[src/rtl/pws_pkg.sv]
package pws_pkg;
  localparam int ILIM_W = 3;
  localparam logic [ILIM_W-1:0] ILIM_FULL = 3'd4;
  typedef logic [ILIM_W-1:0] ilim_code_t;

  function automatic int max3(input int a, input int b, input int c);
    int m;
    m = (a > b) ? a : b;
    return (m > c) ? m : c;
  endfunction
endpackage

[src/rtl/pws_cycle_timer.sv]
module pws_cycle_timer
  import pws_pkg::*;
#(
  parameter int STEP_CYC     = 128,
  parameter int RST_HOLD_CYC = 32768,
  parameter int UV_ARM_CYC   = 5000
) (
  input  logic       clk,
  input  logic       rst_n,
  input  logic       run_i,
  input  logic       tick_i,
  output ilim_code_t code_o,
  output logic       hold_done_o,
  output logic       uv_armed_o
);
  localparam int LIMIT = max3(4 * STEP_CYC, RST_HOLD_CYC, UV_ARM_CYC);
  localparam int CW    = $clog2(LIMIT + 1);

  logic [CW-1:0] cnt_q;
  logic [CW-1:0] quo;

  always_ff @(posedge clk or negedge rst_n) begin
    if (!rst_n)                                   cnt_q <= '0;
    else if (!run_i)                              cnt_q <= '0;
    else if (tick_i && (cnt_q != CW'(LIMIT)))     cnt_q <= cnt_q + 1'b1;
  end

  generate
    if ((STEP_CYC & (STEP_CYC - 1)) == 0) begin : g_shift
      assign quo = cnt_q >> $clog2(STEP_CYC);
    end else begin : g_div
      assign quo = cnt_q / CW'(STEP_CYC);
    end
  endgenerate

  always_comb begin
    if (!run_i)                 code_o = '0;
    else if (quo >= CW'(4))     code_o = ILIM_FULL;
    else                        code_o = ilim_code_t'(quo);
  end

  assign hold_done_o = run_i && (cnt_q >= CW'(RST_HOLD_CYC));
  assign uv_armed_o  = run_i && (cnt_q >= CW'(UV_ARM_CYC));


  code_step_chk: assert property (@(posedge clk) disable iff (!rst_n)
    run_i |=> (!run_i || code_o == $past(code_o) || code_o == $past(code_o) + 3'd1));

  code_idle_chk: assert property (@(posedge clk) disable iff (!rst_n)
    (run_i && !tick_i) |=> (!run_i || $stable(code_o)));

  code_cap_chk: assert property (@(posedge clk) disable iff (!rst_n)
    code_o <= ILIM_FULL);

  hold_sticky_chk: assert property (@(posedge clk) disable iff (!rst_n)
    (run_i && hold_done_o) |=> (!run_i || hold_done_o));
endmodule

[src/rtl/pws_fault_sup.sv]
module pws_fault_sup #(
  parameter int NUM_SUPPLIES = 2
) (
  input  logic                    clk,
  input  logic                    rst_n,
  input  logic                    run_i,
  input  logic                    uv_armed_i,
  input  logic                    ov_i,
  input  logic                    uv_i,
  input  logic [NUM_SUPPLIES-1:0] vin_uv_i,
  input  logic                    ot_i,
  output logic                    conv_en_o,
  output logic                    force_ls_o,
  output logic                    latched_o
);
  logic hard_q;
  logic soft_q;
  logic hard_trip;

  assign hard_trip = ov_i || (|vin_uv_i);

  always_ff @(posedge clk or negedge rst_n) begin
    if (!rst_n) begin
      hard_q <= 1'b0;
      soft_q <= 1'b0;
    end else if (!run_i) begin
      hard_q <= 1'b0;
      soft_q <= 1'b0;
    end else begin
      if (hard_trip)           hard_q <= 1'b1;
      if (uv_i && uv_armed_i)  soft_q <= 1'b1;
    end
  end

  assign latched_o  = run_i && (hard_q || soft_q);
  assign force_ls_o = run_i && hard_q;
  assign conv_en_o  = run_i && !hard_q && !soft_q && !ot_i;


  hard_latch_chk: assert property (@(posedge clk) disable iff (!rst_n)
    (run_i && hard_trip) |=> (!run_i || (force_ls_o && latched_o && !conv_en_o)));

  latch_hold_chk: assert property (@(posedge clk) disable iff (!rst_n)
    (run_i && latched_o) |=> (!run_i || latched_o));

  uv_ignore_chk: assert property (@(posedge clk) disable iff (!rst_n)
    (run_i && !uv_armed_i && !latched_o && !hard_trip) |=> (!run_i || !latched_o));

  uv_latch_chk: assert property (@(posedge clk) disable iff (!rst_n)
    (run_i && uv_i && uv_armed_i) |=> (!run_i || (latched_o && !conv_en_o)));
endmodule

[src/rtl/pwr_seq_supervisor.sv]
module pwr_seq_supervisor
  import pws_pkg::*;
#(
  parameter int STEP_CYC     = 128,
  parameter int RST_HOLD_CYC = 32768,
  parameter int UV_ARM_CYC   = 5000,
  parameter int NUM_SUPPLIES = 2,
  parameter int NUM_RAILS    = 2
) (
  input  logic                    clk,
  input  logic                    rst_n,
  input  logic                    cyc_tick,
  input  logic                    shdn_n,
  input  logic                    ov_flag,
  input  logic                    uv_flag,
  input  logic [NUM_SUPPLIES-1:0] vin_uv,
  input  logic                    ot_flag,
  input  logic [NUM_RAILS-1:0]    rail_low,
  output logic [2:0]              ilim_code,
  output logic                    reset_n_out,
  output logic                    conv_en,
  output logic                    force_ls,
  output logic                    fault_latched
);
  logic       run;
  logic       hold_done;
  logic       uv_armed;
  ilim_code_t code;

  assign run = shdn_n && rst_n;

  pws_cycle_timer #(
    .STEP_CYC    (STEP_CYC),
    .RST_HOLD_CYC(RST_HOLD_CYC),
    .UV_ARM_CYC  (UV_ARM_CYC)
  ) u_timer (
    .clk        (clk),
    .rst_n      (rst_n),
    .run_i      (run),
    .tick_i     (cyc_tick),
    .code_o     (code),
    .hold_done_o(hold_done),
    .uv_armed_o (uv_armed)
  );

  pws_fault_sup #(
    .NUM_SUPPLIES(NUM_SUPPLIES)
  ) u_sup (
    .clk       (clk),
    .rst_n     (rst_n),
    .run_i     (run),
    .uv_armed_i(uv_armed),
    .ov_i      (ov_flag),
    .uv_i      (uv_flag),
    .vin_uv_i  (vin_uv),
    .ot_i      (ot_flag),
    .conv_en_o (conv_en),
    .force_ls_o(force_ls),
    .latched_o (fault_latched)
  );

  assign ilim_code   = code;
  assign reset_n_out = hold_done && !(|rail_low);


  shdn_quiet_chk: assert property (@(posedge clk) disable iff (!rst_n)
    !shdn_n |-> (!conv_en && !force_ls && !reset_n_out && !fault_latched && ilim_code == 3'd0));

  ot_gate_chk: assert property (@(posedge clk) disable iff (!rst_n)
    ot_flag |-> !conv_en);

  rail_reset_chk: assert property (@(posedge clk) disable iff (!rst_n)
    (|rail_low) |-> !reset_n_out);
endmodule

[config.mk]
export PLATFORM = sky130hd
export DESIGN_NAME = pwr_seq_supervisor
export DESIGN_NICKNAME = d
export VERILOG_FILES = /design/src/rtl/pws_pkg.sv /design/src/rtl/pws_cycle_timer.sv /design/src/rtl/pws_fault_sup.sv /design/src/rtl/pwr_seq_supervisor.sv
export SDC_FILE = /design/constraint.sdc
export NUM_CORES = 1
export LEC_CHECK = 0
export ABC_CLOCK_PERIOD_IN_PS = 3900
export BUFFER_PORTS_ARGS = -buffer_cell sky130_fd_sc_hd__buf_2
export CAP_MARGIN = 15
export CORE_ASPECT_RATIO = 0.75
export CORE_MARGIN = 4
export CORE_UTILIZATION = 58
export CTS_CLUSTER_DIAMETER = 40
export DETAILED_ROUTE_END_ITERATION = 12
export PLACE_DENSITY = 0.89
export SYNTH_ARGS = -nofsm -noshare
export SYNTH_HDL_FRONTEND = slang
export SYNTH_SLANG_ARGS = --single-unit
[constraint.sdc]
create_clock -name clk -period 3.9 [get_ports clk]
set_input_delay 0 -clock clk [delete_from_list [all_inputs] [get_ports clk]]
set_output_delay 0 -clock clk [all_outputs]
set_load 0.1 [all_outputs]
# Word-level counts from Yosys, hierarchy flattened
# Cells that the tools add are included.
[classes] n_addsub=1 order_cmp=3 eq_ne=4 n_mux=8 reduce_logical=19
[op_table] cell="2-to-1 mux 16 bit" n=2
[op_table] cell="adder 16 x 1 -> 16 bit (second input constant)" n=1
[op_table] cell=">= comparator 16 x 13 -> 1 bit (second input constant)" n=1
[op_table] cell=">= comparator 16 bit (second input constant)" n=1
[op_table] cell="inequality test 16 bit (second input constant)" n=1
[op_table] cell="logical AND 1 bit" n=11
[op_table] cell=">= comparator 9 x 3 -> 1 bit (second input constant)" n=1
[op_table] cell="2-to-1 mux 3 bit" n=2
[op_table] cell="inequality test 2 bit (second input constant)" n=3
[op_table] cell="zero test 1 bit" n=4
[op_table] cell="2-to-1 mux 1 bit" n=4
[op_table] cell="OR reduction 2 bit" n=2
[op_table] cell="logical OR 1 bit" n=2
[totals] reg_bits=18

# Longest topological paths before layout
# Gate-level depths: netlist of run 1.
[depth] word_depth=5 ltp_mapped=5 mapped_depth_nobuf=5

# Modules after synthesis
# From an unflattened synthesis of run 1, not the netlist that was laid out.
[unflattened] hier_cells=113 hier_area_um2=1076.0
[modules_own_cells] mod="pws_cycle_timer" instances=1 cells_per_inst=103 area_per_inst_um2=960.9 seq_area_each_um2=400.4
[modules_own_cells] mod="pws_fault_sup" instances=1 cells_per_inst=8 area_per_inst_um2=96.3 seq_area_each_um2=50.0
[modules_own_cells] mod="pwr_seq_supervisor" instances=1 cells_per_inst=2 area_per_inst_um2=18.8 seq_area_each_um2=0.0

# Worst setup path before layout of run 1
# No wires, ideal clock.
[synth_path] path_type="register to output" startpoint="register u_timer.cnt_q[15]" endpoint="output reset_n_out" arrival_time_ns=3.508 setup_slack_ns=0.392 stages_incl_launch_ff=2 cell_sequence="dfrtp_1 -> nor4b_1"
[synth_via] elab_chain_cells=3
[synth_lines] item="start, declared" line="pws_cycle_timer.sv:19" text="logic [CW-1:0] cnt_q;"
[synth_lines] item="start signal, assigned" line="pws_cycle_timer.sv:25" text="else if (tick_i && (cnt_q != CW'(LIMIT))) cnt_q <= cnt_q + 1'b1;"
[synth_lines] item=">= comparator 16 bit" line="pws_cycle_timer.sv:42" text="assign hold_done_o = run_i && (cnt_q >= CW'(RST_HOLD_CYC));"
[synth_lines] item="logical AND 1 bit" line="pws_cycle_timer.sv:42"
[synth_lines] item="logical AND 1 bit" line="pwr_seq_supervisor.sv:63" text="assign reset_n_out = hold_done && !(|rail_low);"
[synth_lines] item="end, declared" line="pwr_seq_supervisor.sv:20" text="output logic reset_n_out,"
# No other way between the ends.

# Worst setup path in the final report of run 1
[layout_path] startpoint="input rst_n" endpoint="output reset_n_out"
[layout_via] elab_chain_cells=3
[layout_lines] item="start, declared" line="pwr_seq_supervisor.sv:11" text="input logic rst_n,"
[layout_lines] item="logical AND 1 bit" line="pwr_seq_supervisor.sv:30" text="assign run = shdn_n && rst_n;"
[layout_lines] item="logical AND 1 bit" line="pws_cycle_timer.sv:42"
[layout_lines] item="logical AND 1 bit" line="pwr_seq_supervisor.sv:63"
# No other way between the ends.

==> out/metrics.cfg, run 1 <==
[status]
run_status=completed

[cells_and_area]
layout.nets=148
num_antenna_cells=0
utilization_pct=69.7
fillCellCount=133
drive_gt1_share_pct=18.7
syn_to_final_growth_pct=14.5
layout.cells.non_filler=156

[synthesis]
yosysMostFrequentCell=dfrtp_1
synth_area_leaders=dfrtp_1 43%, nor2_1 6.1%, xnor2_1 5.8%, nor4_1 5.4%, nand2_1 4.6%
ys_ff_latch=18
synthDistinctLibCells=30
ys.flop_type=dfrtp_1
synth_top_cells_by_count=18 x dfrtp_1, 17 x nor2_1, 13 x nand2_1
yosys.area.top_type=dfrtp_1
syn-cell-area_sq_um=1050
asyncSetResetFlopFracSynth_pct=100
yosys_warnings=0
avgSynthCellArea_sq_um=9.13
syn_nets=128
yosysSeqAreaShare_pct=42.9
synth_edf_count=0
synth_top_area_share_pct=42.9
syn_inst=115

[sta]
fmax_mhz=431
finalClockSkew_ns=0.00688
rsz0062_at_grt=no
setup_viol_count_final=0
max-slew-margin-rel_pct=57.1
final_hold_viol_count=0
finalCritPeriodShare_pct=59.5
maxSlewViolCount=0
finalSetupTns_ns=0
worst_pin_slew_ns=0.643
period_needed_ns=2.32

[clock_network]
cts-root-buf=clkbuf_4
cts.sinks=18
numCtsBuffers=3
clk_latency_ns=0.30
cts.clk_slew.worst_paths_ns=0.10
cts_tree=built
cts.repair.resized=0
post-cts-setup-buffers=0
htreeDepth=1
ctsHoldBuffers=3
clk_path_buf_depth=2

[job]
cap_violations=0

[worst_setup_path]
worstPathMaxFanout=21
crit_path_cell_trace=dlygate4sd3_1 -> buf_2 -> nand2_1 -> nor4b_1 -> buf_2
cp.buffers_inverters=3
required_ns=3.90
end_kind=output pin
cp.arrival_ns=2.32
crit_top_cell=buf_2
worstSetupStartpointType=input port
max_stage_delay_ns=0.52
path_class=input port to output pin
crit_family=buffers and inverters
slowest_stage=dlygate4sd3_1

[power_and_ir_drop]
p_per_area_nw_per_um2=279
irDropWorstVdd_mv=0.270
p_leak_nw=0.541

[floorplan]
start_util_pct=60.9
core-area_sq_um=1720
dieArea_sq_um=2560
die_w_microns=57.1
die_h_microns=44.8
fp-row-count=13
io_pins=18

[placed_design]
numPortBuffers=17
dp.cells=149
hpwl_microns=1700
gp_congestion=0.786

[routing]
drtIter0Drc=35
drt.antenna.violating_nets=0
vias=954
wirelength_microns=2360
wl_per_cell_microns=15.1
dr.pass1.iters=4
drc_errors=0
viasPerCell=6.12

[min_path]
min_path_type=input port to register

[grt]
first_global_vias=902
gr-total-overflow=0
grt_usage_pct=20.8
grt_max_degree=22
antenna_found_initial=0
grt_pass1_wl_microns=4080

## state kept, by name, summed over array words and instances (netlist names)
name,flops
u_sup.hard_q,1
u_timer.cnt_q,16
u_sup.soft_q,1
## worst reg2reg max path, stage by stage (launching register included)
cell and delay, ns:
dfrtp_1 0.48, or4b_4 0.57, o41ai_4 0.42, xnor2_1 0.16
nor2_1 0.06
## per-stage QoR
stage / setup WS, ns / instance area [sq um] / hold slack (ns) / power [mW]
2_1_floorplan: 0.392 / 1050 / -0.296 / 0.209
3_3_place_gp: 2.02 / 1140 / -0.0404 / 0.221
3_5_place_dp: 1.98 / 1140 / -0.0425 / 0.222
4_1_cts: 1.55 / 1200 / 0.00977 / 0.340
5_1_grt: 1.39 / 1200 / 0.00665 / 0.352
6_report: 1.58 / 1200 / 0.0118 / 0.335
## worst paths after layout
kind | to | cells after the start | startpoint | slack [ns]
min in group asynchronous | u_sup.hard_q | 2 | rst_n | 0.16
max | reset_n_out | 5 | rst_n | 1.58
max reg2reg | u_timer.cnt_q[0] | 4 | u_timer.cnt_q[7] | 2.07
max in group asynchronous | u_timer.cnt_q[2] | 2 | rst_n | 3.43
min | u_sup.soft_q | 3 | uv_flag | 0.01
min reg2reg | u_timer.cnt_q[6] | 2 | u_timer.cnt_q[6] | 0.59
## metal layers
layer	share of wire (%)	track usage [%]	vias to the layer above
met5	0	0	-
met4	0.25	4.17	0
met3	8.8	6.29	2
met2	47	35.1	42
met1	44	27.1	452
li1	-	-	458
## final cells by class
| class | count | area, sq um | share of cell area [%] |
|---|---|---|---|
| Tap cell | 22 | 27.5 | 2.29 |
| Sequential cell | 18 | 450 | 37.5 |
| Inverter | 2 | 7.51 | 0.624 |
| Timing Repair Buffer | 20 | 115 | 9.57 |
| Multi-Input combinational cell | 90 | 566 | 47.0 |
| Clock buffer | 4 | 36.3 | 3.02 |
## cell usage in the layout, fill, tap and decap left out
master and instances:
nor4_2 1, or3_1 3, nor4b_1 1, a41o_1 2, o21ai_0 4, or4_1 2
o41ai_4 1, buf_2 17, ha_1 2, dfrtp_1 18, nor2_1 17, dlygate4sd3_1 3
nor4_1 9, o31ai_1 1, a31oi_1 2, or4b_4 1, nand3_1 1, nor3_1 2
clkbuf_8 1, or4_4 1, xnor2_1 7, a31o_1 1, nand4_1 5, nand2_1 13
inv_1 2, a21oi_1 5, xor2_1 2, and2_1 1, and4_1 1, clkbuf_4 3
and3_1 4, o21ai_1 1
## cells by family (layout without fill, tap and decap cells)
group	after synthesis	count (layout)	share of synthesized area (%)
DFF	18	18	42.9
AOI/OAI and AO/OA	17	17	12.0
adders and majority gates	2	2	2.38
buffers and inverters	7	26	3.22
xor gates and xnor gates	9	9	7.51
and+or+nand+nor	62	62	31.9
## power by group
part	switching, mW	internal [mW]	leakage (nW)
sequential	0.00185	0.188	0.250
clock	0.0580	0.0570	0.0210
combinational	0.0209	0.00961	0.270
total	0.0807	0.254	0.541
No activity file was read; power rests on OpenSTA's default activity.
==> run 2: changes to the inputs <==
--- a/config.mk
+++ b/config.mk
@@ -5,15 +5,16 @@
 export SDC_FILE = /design/constraint.sdc
 export NUM_CORES = 1
 export LEC_CHECK = 0
-export ABC_CLOCK_PERIOD_IN_PS = 3900
+export ABC_AREA = 1
+export ABC_CLOCK_PERIOD_IN_PS = 2000
 export BUFFER_PORTS_ARGS = -buffer_cell sky130_fd_sc_hd__buf_2
 export CAP_MARGIN = 15
 export CORE_ASPECT_RATIO = 0.75
 export CORE_MARGIN = 4
-export CORE_UTILIZATION = 58
+export CORE_UTILIZATION = 51
 export CTS_CLUSTER_DIAMETER = 40
 export DETAILED_ROUTE_END_ITERATION = 12
-export PLACE_DENSITY = 0.89
+export PLACE_DENSITY = 0.82
 export SYNTH_ARGS = -nofsm -noshare
 export SYNTH_HDL_FRONTEND = slang
 export SYNTH_SLANG_ARGS = --single-unit
==> constraint.sdc (replaced) <==
create_clock -name clk -period 2 [get_ports clk]
set_input_delay 0 -clock clk [delete_from_list [all_inputs] [get_ports clk]]
set_output_delay 0 -clock clk [all_outputs]
set_load 0.1 [all_outputs]
==> run 2 against run 1 <==
Global-route usage shrank 0.60 points. Final cell count grew 59%. Clock power grew 100%. Via count grew 40%. Largest cell class unchanged. Wire length grew 36%. Synthesized cell count grew 66%. Largest power group unchanged. Die area grew 33%. Total power grew 100%. Combinational power grew to 2.5 times the previous value. Non-clock buffer count grew 4. Critical endpoint is now ilim_code[1]. Critical path type is now register to output pin. Utilization shrank 6.1 points. Clock skew shrank 0.0011 ns.
==> out/metrics.cfg, run 2 <==
[status]
run_status=completed

[power_and_ir_drop]
irDropWorstVdd_mv=0.341  ; +26%
p_leak_nw=0.737  ; +36%
finalPower_uw=679  ; +100%
p_per_area_nw_per_um2=455  ; +63%

[sta]
final_hold_viol_count=0  ; unchanged
period_needed_ns=1.78
finalClockSkew_ns=0.00582  ; -0.00106 ns
finalSetupTns_ns=0  ; unchanged
rsz0062_at_grt=no
max-slew-margin-rel_pct=67.4  ; +10 points
setup_viol_count_final=0  ; unchanged
worst_pin_slew_ns=0.488  ; -0.155 ns
hold_ws_ns=0.0784  ; +0.0666 ns
fmax_mhz=561
finalCritPeriodShare_pct=89.2
maxSlewViolCount=0  ; unchanged

[routing]
drt.antenna.violating_nets=0  ; unchanged
vias=1338  ; +40%
dr.pass1.iters=4  ; unchanged
wirelength_microns=3210  ; +36%
wl_per_cell_microns=12.9  ; -15%
drc_errors=0  ; unchanged
viasPerCell=5.40  ; -12%
drtIter0Drc=101  ; +190%

[synthesis]
ys_ff_latch=18  ; unchanged
yosys_warnings=0  ; unchanged
synth_edf_count=0  ; unchanged
syn_inst=191  ; +66%
synth_top_cells_by_count=60 x nand2_1, 31 x nor2_1, 18 x dfrtp_1
asyncSetResetFlopFracSynth_pct=100  ; unchanged
synth_area_leaders=dfrtp_1 35%, nand2_1 18%, nor2_1 9.0%, nand4_1 6.8%, nand3_1 4.7%
synthDistinctLibCells=23  ; -23%
yosysSeqAreaShare_pct=35.0  ; -7.9 points
avgSynthCellArea_sq_um=6.73  ; -26%
yosysMostFrequentCell=nand2_1
syn-cell-area_sq_um=1290  ; +23%
yosys.area.top_type=dfrtp_1
ys.flop_type=dfrtp_1
synth_top_area_share_pct=35.0  ; -7.9 points
syn_nets=204  ; +59%

[cells_and_area]
drive_gt1_share_pct=19.6  ; +0.97 points
layout.cells.most_common_list=60 x nand2_1, 31 x nor2_1, 18 x dfrtp_1, 17 x buf_2, 14 x nand4_1
top_regs=u_timer.cnt_q: 16 flops, u_sup.hard_q: 1 flops, u_sup.soft_q: 1 flops
final_area_sq_um=1490  ; +24%
largest-register=u_timer.cnt_q
syn_to_final_growth_pct=16.1
utilization_pct=63.7  ; -6.1 points
largest_reg_flops=16  ; unchanged
final_common_cell=nand2_1
num_antenna_cells=0  ; unchanged
layout.nets=228  ; +54%

[grt]
grt_pass1_wl_microns=5280  ; +29%
grt_util_met2_pct=31.6  ; -3.5 points
grt_max_degree=19  ; -14%
grt.busiest_layer=met2
grt_use_met1_pct=29.4  ; +2.3 points
first_global_vias=1129  ; +25%
grt_use_met3_pct=5.18  ; -1.1 points
grt_usage_pct=20.2  ; -0.60 points
gr-total-overflow=0  ; unchanged
antenna_found_initial=0  ; unchanged

[worst_setup_path]
slowest_stage=dfrtp_1
path_class=register to output pin
r2r_end=u_timer.cnt_q[15]
cp.arrival_ns=1.78  ; -0.54 ns
r2r-start=u_timer.cnt_q[12]
ff2ff_setup_slack_ns=0.51  ; -1.56 ns
required_ns=2.00  ; -1.90 ns
crit_start=u_timer.cnt_q[12]
max_stage_delay_ns=0.49  ; -0.03 ns
worstPathMaxFanout=7  ; -67%
end_kind=output pin
worstSetupStartpointType=register
ff2ff_path_depth=9  ; +5
crit_end=ilim_code[1]
crit_path_cell_trace=nor2_1 -> nand4_1 -> nor3_1 -> buf_2

[placed_design]
hpwl_microns=2440  ; +44%
place_area_sq_um=1420  ; +25%
gp_congestion=0.916  ; +17%
numPortBuffers=17  ; unchanged

[min_path]
min_path_type=input port to register

[clock_network]
numCtsBuffers=3  ; unchanged
post-cts-setup-buffers=0  ; unchanged
cts.clk_slew.worst_paths_ns=0.11  ; about the same
cts.sinks=18  ; unchanged
cts-root-buf=clkbuf_4
clk_path_buf_depth=2  ; unchanged
clk_latency_ns=0.30  ; about the same
htreeDepth=1  ; unchanged
cts_tree=built

[floorplan]
dieArea_sq_um=3400  ; +33%
die_w_microns=66.0  ; +16%
fp-row-count=15  ; +2
die_h_microns=51.5  ; +15%
core-area_sq_um=2350  ; +36%
io_pins=18  ; unchanged
start_util_pct=54.8  ; -6.1 points

[job]
cap_violations=0  ; unchanged

## run 2: area by class of cell
cell class | instances | area [sq um]
timing repair buffer | 24 | 148
inverter | 15 | 61.3
tap | 34 | 42.5
multi-input combinational | 153 | 756
sequential | 18 | 450
fill | 215 | 852
clock buffer | 4 | 36.3
## run 2: how the worst min path moves through the flow
| stage | end | startpoint | slack (ns) | cells past startpoint |
|---|---|---|---|---|
| finish | u_timer.cnt_q[12] | cyc_tick | 0.08 | 5 |
| global placement | u_timer.cnt_q[4] | rst_n | -0.02 | 2 |
| global route | u_timer.cnt_q[9] | cyc_tick | 0.09 | 5 |
| CTS | u_timer.cnt_q[10] | cyc_tick | 0.08 | 5 |
| detailed placement | u_timer.cnt_q[5] | rst_n | -0.02 | 2 |
| floorplan | u_sup.hard_q | rst_n | -0.30 | 0 |
## run 2: repair_timing
item / 4_1_cts / 5_1_grt
hold buffers: 4 / 0
hold endpoints to repair: 20 / 0
resized for setup: 0 / 0
## run 2: power by group
| part | leakage (nW) | internal (mW) | total, mW | switching (mW) |
|---|---|---|---|---|
| logic | 0.466 | 0.0234 | 0.0763 | 0.0529 |
| clock network | 0.0210 | 0.111 | 0.235 | 0.124 |
| registers | 0.250 | 0.366 | 0.368 | 0.00226 |
| total | 0.737 | 0.501 | 0.679 | 0.179 |
## run 2: logic make-up (layout without fill, tap and decap cells)
| family | Yosys count | count (layout) | synth area share, % |
|---|---|---|---|
| and+or+nand+nor | 137 | 137 | 47.7 |
| buffers and inverters | 20 | 43 | 7.88 |
| DFF | 18 | 18 | 35.0 |
| AOI/OAI and AO/OA | 10 | 10 | 4.77 |
| xor gates and xnor gates | 4 | 4 | 2.72 |
| adders and majority gates | 2 | 2 | 1.95 |
## run 2: layer usage
metal	wire length, microns	vias up
li1	-	665
met1	1470	616
met2	1490	53
met3	244	4
met4	6	0
met5	0	-
## run 2: stage by stage
stage | cells | setup slack, ns
6_report | 248 | 0.216
3_3_place_gp | 240 | 0.575
5_1_grt | 248 | 0.0782
2_1_floorplan | 191 | -0.743
3_5_place_dp | 240 | 0.549
4_1_cts | 248 | 0.232
## run 2: critical path: cells and delay by family, from the launching register on
family | cells | cell delay (ns)
simple gates | 3 | 0.53
flops | 1 | 0.49
buf+inv | 1 | 0.46
